--- src/rtl/brtu_pkg.sv ---
package brtu_pkg;
  typedef enum logic [2:0] {
    BK_NONE,
    BK_COND,
    BK_JUMP,
    BK_CALL_HI,
    BK_CALL_LO,
    BK_XCHG
  } br_kind_e;

  localparam int OPC_W  = 16;
  localparam int FLAG_W = 4;
  localparam int FN = 3;
  localparam int FZ = 2;
  localparam int FC = 1;
  localparam int FV = 0;
endpackage

--- src/rtl/brtu_decode.sv ---
module brtu_decode
  import brtu_pkg::*;
(
  input  logic [OPC_W-1:0] opcode,
  output br_kind_e         kind
);
  always_comb begin
    kind = BK_NONE;
    if (opcode[15:12] == 4'b1101 && opcode[11:9] != 3'b111)
      kind = BK_COND;
    else if (opcode[15:11] == 5'b11100)
      kind = BK_JUMP;
    else if (opcode[15:11] == 5'b11110)
      kind = BK_CALL_HI;
    else if (opcode[15:11] == 5'b11111)
      kind = BK_CALL_LO;
    else if (opcode[15:7] == 9'b010001110)
      kind = BK_XCHG;
  end
endmodule

--- src/rtl/brtu_cond.sv ---
module brtu_cond
  import brtu_pkg::*;
(
  input  logic [3:0]        code,
  input  logic [FLAG_W-1:0] flags,
  output logic              holds
);
  logic n, z, c, v;
  assign n = flags[FN];
  assign z = flags[FZ];
  assign c = flags[FC];
  assign v = flags[FV];

  always_comb begin
    unique case (code)
      4'd0:    holds = z;
      4'd1:    holds = !z;
      4'd2:    holds = c;
      4'd3:    holds = !c;
      4'd4:    holds = n;
      4'd5:    holds = !n;
      4'd6:    holds = v;
      4'd7:    holds = !v;
      4'd8:    holds = c && !z;
      4'd9:    holds = !c || z;
      4'd10:   holds = (n == v);
      4'd11:   holds = (n != v);
      4'd12:   holds = !z && (n == v);
      4'd13:   holds = z || (n != v);
      default: holds = 1'b0;
    endcase
  end
endmodule

--- src/rtl/brtu_target.sv ---
module brtu_target
  import brtu_pkg::*;
#(
  parameter int XLEN = 32
) (
  input  br_kind_e         kind,
  input  logic [OPC_W-1:0] opcode,
  input  logic [XLEN-1:0]  pc,
  input  logic [XLEN-1:0]  link,
  input  logic [XLEN-1:0]  rval,
  input  logic             cond_ok,
  output logic             taken,
  output logic [XLEN-1:0]  next_pc,
  output logic             link_we,
  output logic [XLEN-1:0]  link_val,
  output logic             mode
);
  localparam int SHORT_W = 8;
  localparam int LONG_W  = 11;
  localparam int HI_SH   = 12;
  localparam logic [3:0] PC_IDX = 4'hF;

  logic [XLEN-1:0] seq_pc, off_short, off_long, off_hi, off_lo, xsrc, xtgt;
  logic            from_pc;

  assign seq_pc    = pc - XLEN'(2);
  assign off_short = {{(XLEN-SHORT_W-1){opcode[SHORT_W-1]}}, opcode[SHORT_W-1:0], 1'b0};
  assign off_long  = {{(XLEN-LONG_W-1){opcode[LONG_W-1]}}, opcode[LONG_W-1:0], 1'b0};
  assign off_hi    = {{(XLEN-LONG_W-HI_SH){opcode[LONG_W-1]}}, opcode[LONG_W-1:0], {HI_SH{1'b0}}};
  assign off_lo    = {{(XLEN-LONG_W-1){1'b0}}, opcode[LONG_W-1:0], 1'b0};
  assign from_pc   = (opcode[6:3] == PC_IDX);
  assign xsrc      = from_pc ? pc : rval;
  assign xtgt      = from_pc ? {xsrc[XLEN-1:2], 2'b00} : {xsrc[XLEN-1:1], 1'b0};

  always_comb begin
    taken    = 1'b0;
    next_pc  = seq_pc;
    link_we  = 1'b0;
    link_val = '0;
    mode     = 1'b1;
    unique case (kind)
      BK_COND: if (cond_ok) begin
        taken   = 1'b1;
        next_pc = pc + off_short;
      end
      BK_JUMP: begin
        taken   = 1'b1;
        next_pc = pc + off_long;
      end
      BK_CALL_HI: begin
        link_we  = 1'b1;
        link_val = pc + off_hi;
      end
      BK_CALL_LO: begin
        taken    = 1'b1;
        next_pc  = link + off_lo;
        link_we  = 1'b1;
        link_val = {seq_pc[XLEN-1:1], 1'b1};
      end
      BK_XCHG: begin
        taken   = 1'b1;
        next_pc = xtgt;
        mode    = xsrc[0];
      end
      default: ;
    endcase
  end
endmodule

--- src/rtl/brtu_unit.sv ---
module brtu_unit
  import brtu_pkg::*;
#(
  parameter int XLEN = 32
) (
  input  logic              clk,
  input  logic              rst,
  input  logic              in_valid,
  input  logic [15:0]       in_opcode,
  input  logic [XLEN-1:0]   in_pc,
  input  logic [3:0]        in_flags,
  input  logic [XLEN-1:0]   in_link,
  input  logic [XLEN-1:0]   in_reg,
  output logic              out_valid,
  output logic              out_taken,
  output logic [XLEN-1:0]   out_next_pc,
  output logic              out_link_we,
  output logic [XLEN-1:0]   out_link_val,
  output logic              out_mode
);
  br_kind_e        kind;
  logic            cond_ok, t_taken, t_lwe, t_mode;
  logic [XLEN-1:0] t_next, t_lval;

  brtu_decode u_dec (.opcode(in_opcode), .kind(kind));

  brtu_cond u_cond (.code(in_opcode[11:8]), .flags(in_flags), .holds(cond_ok));

  brtu_target #(.XLEN(XLEN)) u_tgt (
    .kind(kind), .opcode(in_opcode), .pc(in_pc), .link(in_link), .rval(in_reg),
    .cond_ok(cond_ok), .taken(t_taken), .next_pc(t_next), .link_we(t_lwe),
    .link_val(t_lval), .mode(t_mode)
  );

  always_ff @(posedge clk) begin
    if (rst) begin
      out_valid    <= 1'b0;
      out_taken    <= 1'b0;
      out_link_we  <= 1'b0;
      out_next_pc  <= '0;
      out_link_val <= '0;
      out_mode     <= 1'b1;
    end else begin
      out_valid   <= in_valid;
      out_taken   <= in_valid && t_taken;
      out_link_we <= in_valid && t_lwe;
      if (in_valid) begin
        out_next_pc  <= t_next;
        out_link_val <= t_lval;
        out_mode     <= t_mode;
      end
    end
  end
endmodule

--- config.mk ---
export PLATFORM = sky130hd
export DESIGN_NAME = brtu_unit
export DESIGN_NICKNAME = d
export VERILOG_FILES = /design/src/rtl/brtu_pkg.sv /design/src/rtl/brtu_decode.sv /design/src/rtl/brtu_cond.sv /design/src/rtl/brtu_target.sv /design/src/rtl/brtu_unit.sv
export SDC_FILE = /design/constraint.sdc
export NUM_CORES = 1
export LEC_CHECK = 0
export CORE_AREA = 3 3 177 179
export CTS_CLUSTER_DIAMETER = 50
export CTS_CLUSTER_SIZE = 25
export DETAILED_ROUTE_END_ITERATION = 10
export DIE_AREA = 0 0 180 182
export GPL_TIMING_DRIVEN = 0
export PLACE_DENSITY_LB_ADDON = 0.2
export SYNTH_ARGS = -nofsm -noshare
export SYNTH_HDL_FRONTEND = slang
export SYNTH_SLANG_ARGS = --single-unit
--- constraint.sdc ---
create_clock -name clk -period 5 [get_ports clk]
set_input_delay 1.25 -clock clk [delete_from_list [all_inputs] [get_ports clk]]
set_output_delay 1.25 -clock clk [all_outputs]
set_load 0.01 [all_outputs]
==> flow_summary_export.csv <==
group,metric,value,unit
drt,via_count,10600,
drt,detail-route-antenna-nets,0,
cts,cts.hold.buffers_added,0,
placed_design,detailedPlacementHpwl,35000,um
global_routing,grtUsageTotal,24.9,%
drt,drt-vias-per-instance,5.76,
global_routing,vias_in_the_first_global_route,9788,
setup_path,crit_path_top_delay_cell,"sky130_fd_sc_hd__a2111oi_2",
yosys,synth.yosys.seq_area_share,15.2,%
setup_path,critPathRequiredTime,5.21,ns
timing,final_max_slew_viol_count,0,
cts,htree_levels,3,
cts,cts_num_sinks,68,
timing,layout_min_cycle_time,4.93,ns
hold_path,min-delay-path-class,"flop to flop",
setup_path,path_delay_family,"compound AO/OA/AOI/OAI gates",
global_routing,global_route_wire_length_before_repair,63000,um
drt,drc,0,
setup_path,critical_path.endpoint_type,"flop",
cells_and_area,fin_nets,1637,
power,power.share.clock,29.8,%
setup_path,worst_r2r_startpoint,"out_next_pc[18]",
global_routing,initial_antenna_violation_count,0,
hold_path,hold_path.startpoint,"out_link_val[23]",
global_routing,gr-total-overflow,0,
drt,detailedRoute.firstIterationViolations,1129,
power,p_per_area,205,nW/um2
setup_path,setup.worst_path.start,"in_opcode[0]",
power,netSwitchingPower,0.939,mW
power,power.sequential.fraction,24.9,%
timing,timing_worst_slew_pin_value,1.38,ns
status,result_of_the_run,"complete, no violations",
cells_and_area,areaGrowthSynthToFinish,30.1,%
cells_and_area,final_non_filler_cells,1837,
setup_path,max_stage_delay,0.55,ns
cells_and_area,nFillCells,3168,
cells_and_area,drive_above_1_share,4.15,%
cts,max-clock-path-buffers,2,
timing,slew-limit-headroom,7.37,%
timing,finalSetupViolations,0,
setup_path,cp.buffers_inverters,1,
cts,clk-insertion-delay-late,0.33,ns
power,ir_drop,0.161,mV
cts,cts-root-buf,"sky130_fd_sc_hd__clkbuf_16",
setup_path,crit_path_frequent_cell,"sky130_fd_sc_hd__nor2_1",
yosys,synth_cells,1245,
yosys,synthesis.nets,1440,
cells_and_area,diodes,0,
cts,cts_tree,"built",
power,power.switching_fraction,39.4,%
power,cellLeakagePower,4.49,nW
placed_design,numPlacedInstances,1819,
placed_design,dpl_worst_slack,-0.995,ns
job,cap_viol_max_count,0,
setup_path,startpoint_type,"input pin",
drt,routed_wirelength,43200,um
placed_design,io_buffers,184,
drt,drtPass1Iterations,5,
cts,clkTransAtPathRegs,0.07,ns
floorplanning,fp.dieW,180,um
yosys,synth_edf_count,0,
timing,final_min_period_over_clock_period,98.7,%
timing,rsz0062_at_grt,"false",
timing,clock.fmax,203,MHz
setup_path,worstPathArrival,5.15,ns
power,total_power,2.38,mW
placed_design,globalplace.congestion,0.959,
global_routing,grt_start_max_net_pins,29,
setup_path,worstPathCellList,"clkdlybuf4s50_1, ha_1, fa_1, a211oi_1, o21ai_1, a2111oi_2, nor2_1, nand4_1, xor2_1, nor2_1, a2111oi_0, o21ai_0",
timing,timing.final.ws_setup,0.0666,ns
floorplanning,number_of_cell_rows,63,
power,p_int,1.44,mW
timing,final-hold-violation-count,0,
floorplanning,fp.dieArea,32800,um2
yosys,distinct_cell_type_count_after_synthesis,81,
floorplanning,core_area,29700,um2
floorplanning,pin_count,187,
yosys,synth.ff_latch_count,68,
yosys,mappedNetlistArea,8950,um2
floorplanning,dieHeight,182,um
timing,final.setup_skew,0,ns
power,p_comb_share,45.3,%
yosys,synth_warnings,0,
yosys,synth.avg_cell_area,7.19,um2
setup_path,critical_path_class,"input pin to flop",
cts,cts_made_buffers,9,
drt,drt-wirelength-per-cell,23.5,um
floorplanning,initial_core_util,30.1,%
setup_path,path_max_fanout,9,
yosys,synth-async-reset-ratio,0,%
yosys,synth_top_flop_cell,"sky130_fd_sc_hd__dfxtp_1",
-- cells in the final DEF (no fill, tap or decap), types with 12 or more instances in the layout --
cell type / netlist / routed
sky130_fd_sc_hd__a22oi_1: 12 / 12
sky130_fd_sc_hd__nor2_1: 134 / 133
sky130_fd_sc_hd__o221ai_1: 23 / 23
sky130_fd_sc_hd__nand3_1: 34 / 34
sky130_fd_sc_hd__and3_1: 12 / 12
sky130_fd_sc_hd__xor2_1: 51 / 51
sky130_fd_sc_hd__a21oi_1: 106 / 106
sky130_fd_sc_hd__o21ai_0: 78 / 77
sky130_fd_sc_hd__ha_1: 73 / 73
sky130_fd_sc_hd__a21o_1: 30 / 30
sky130_fd_sc_hd__a211oi_1: 25 / 25
sky130_fd_sc_hd__clkbuf_1: 55 / 55
sky130_fd_sc_hd__mux2i_1: 25 / 25
sky130_fd_sc_hd__dfxtp_1: 68 / 68
sky130_fd_sc_hd__a221oi_1: 19 / 19
sky130_fd_sc_hd__inv_1: 28 / 28
sky130_fd_sc_hd__o211ai_1: 12 / 12
sky130_fd_sc_hd__xnor2_1: 69 / 69
sky130_fd_sc_hd__nor3_1: 42 / 42
sky130_fd_sc_hd__nand2_1: 129 / 129
sky130_fd_sc_hd__nand4_1: 17 / 17
sky130_fd_sc_hd__clkdlybuf4s50_1: 0 / 182
sky130_fd_sc_hd__nand2b_1: 15 / 15
-- path summary, 6_finish.rpt --
check / endpoint / slack (ns) / cells past startpoint
setup reg to reg: out_next_pc[18] / 3.45 / 4
hold / removal: out_link_val[23] / 0.46 / 2
setup / recovery: out_next_pc[29] / 0.07 / 12
hold reg to reg: out_link_val[23] / 0.46 / 2
-- tightest hold or removal path: stages (launching register included) --
cell	delay, ns
sky130_fd_sc_hd__dfxtp_1	0.32
sky130_fd_sc_hd__nand2_1	0.05
sky130_fd_sc_hd__o21ai_0	0.06
-- power by group through the flow --
stage               registers, mW  logic, mW  clock network, mW
floorplan                   0.611      0.593                  0
global placement            0.605       1.05                  0
detailed placement          0.605       1.05                  0
CTS                         0.593       1.05              0.712
global route                0.596       1.16              0.729
finish                      0.593       1.08              0.709
-- what timing repair did --
item,CTS,global route
resized for setup,9,4
pin swaps,0,1
endpoints found under the setup margin,29,3
setup buffers,0,2
endpoints found under the hold margin,0,0
-- sequential cells by signal (all words and copies together) (netlist names) --
name	cells
out_link_we	1
out_valid	1
out_taken	1
out_link_val	32
out_mode	1
out_next_pc	32
-- layer usage --
layer / global-route usage [%] / up-vias / part of all wire, %
li1: - / 5033 / -
met4: 4.67 / 0 / 1.7
met5: 0 / - / 0
met1: 36.6 / 5031 / 47
met3: 4.03 / 43 / 7.9
met2: 38.5 / 477 / 43
-- cells by family (layout without fill, tap and decap cells) --
family	Yosys count	count (layout)	share of synthesized area, %
AO/OA/AOI/OAI	406	406	30.3
buffers and inverters	98	300	4.18
XOR/XNOR	122	122	12.1
adder cells (fa/ha/maj)	76	76	10.9
multiplexers	30	30	3.43
AND/OR/NAND/NOR	445	445	23.9
flip-flops	68	68	15.2
-- final cells by class --
| class | instances | area (um2) | area share [%] |
|---|---|---|---|
| clock inverters | 7 | 98.8 | 0.849 |
| multi-input cells | 1079 | 7230 | 62.1 |
| flip-flops and latches | 68 | 1360 | 11.7 |
| plain buffers | 70 | 269 | 2.31 |
| clock buffers | 9 | 225 | 1.93 |
| repair buffers | 186 | 1860 | 16.0 |
| well taps | 390 | 488 | 4.19 |
| inverters | 28 | 105 | 0.903 |
-- per-stage QoR --
step	util, %	setup TNS (ns)	instance area [um2]	hold slack (ns)
2_1_floorplan	-	0	8950	0.482
3_3_place_gp	37.9	-19.74	11300	0.445
3_5_place_dp	37.9	-20.27	11300	0.452
4_1_cts	39.1	0	11600	0.465
5_1_grt	39.2	0	11600	0.489
6_report	39.2	0	11600	0.458
-- cells in the mapped netlist, types with 5 or more instances --
cell type / instances / area, um2
sky130_fd_sc_hd__nand4_1: 17 / 106
sky130_fd_sc_hd__o211ai_1: 12 / 90.1
sky130_fd_sc_hd__dfxtp_1: 68 / 1360
sky130_fd_sc_hd__nand2b_1: 15 / 93.8
sky130_fd_sc_hd__inv_1: 28 / 105
sky130_fd_sc_hd__buf_1: 10 / 37.5
sky130_fd_sc_hd__buf_2: 5 / 25.0
sky130_fd_sc_hd__ha_1: 73 / 913
sky130_fd_sc_hd__mux2i_1: 25 / 250
sky130_fd_sc_hd__a2111oi_0: 5 / 43.8
sky130_fd_sc_hd__nand2_1: 129 / 484
sky130_fd_sc_hd__a22oi_1: 12 / 90.1
sky130_fd_sc_hd__or2_2: 5 / 31.3
sky130_fd_sc_hd__nor3_1: 42 / 210
sky130_fd_sc_hd__a21o_1: 30 / 225
sky130_fd_sc_hd__and3_1: 12 / 75.1
sky130_fd_sc_hd__o2111ai_1: 5 / 43.8
sky130_fd_sc_hd__a311oi_1: 5 / 43.8
sky130_fd_sc_hd__a21oi_1: 106 / 531
sky130_fd_sc_hd__a211oi_1: 25 / 188
sky130_fd_sc_hd__clkbuf_1: 55 / 206
sky130_fd_sc_hd__o21bai_1: 9 / 67.6
sky130_fd_sc_hd__xor2_1: 51 / 447
sky130_fd_sc_hd__a31oi_1: 12 / 75.1
sky130_fd_sc_hd__o21ai_0: 78 / 390
sky130_fd_sc_hd__xnor2_1: 69 / 604
sky130_fd_sc_hd__o21a_1: 9 / 67.6
sky130_fd_sc_hd__o31ai_1: 10 / 75.1
sky130_fd_sc_hd__or3_1: 9 / 56.3
sky130_fd_sc_hd__nor2b_1: 6 / 37.5
sky130_fd_sc_hd__nand3_1: 34 / 170
sky130_fd_sc_hd__o22ai_1: 6 / 37.5
sky130_fd_sc_hd__a221oi_1: 19 / 166
sky130_fd_sc_hd__mux2_2: 5 / 56.3
sky130_fd_sc_hd__nor2_1: 134 / 503
sky130_fd_sc_hd__o221ai_1: 23 / 201
sky130_fd_sc_hd__and2_1: 9 / 56.3
No activity file was read; power rests on OpenSTA's default activity.
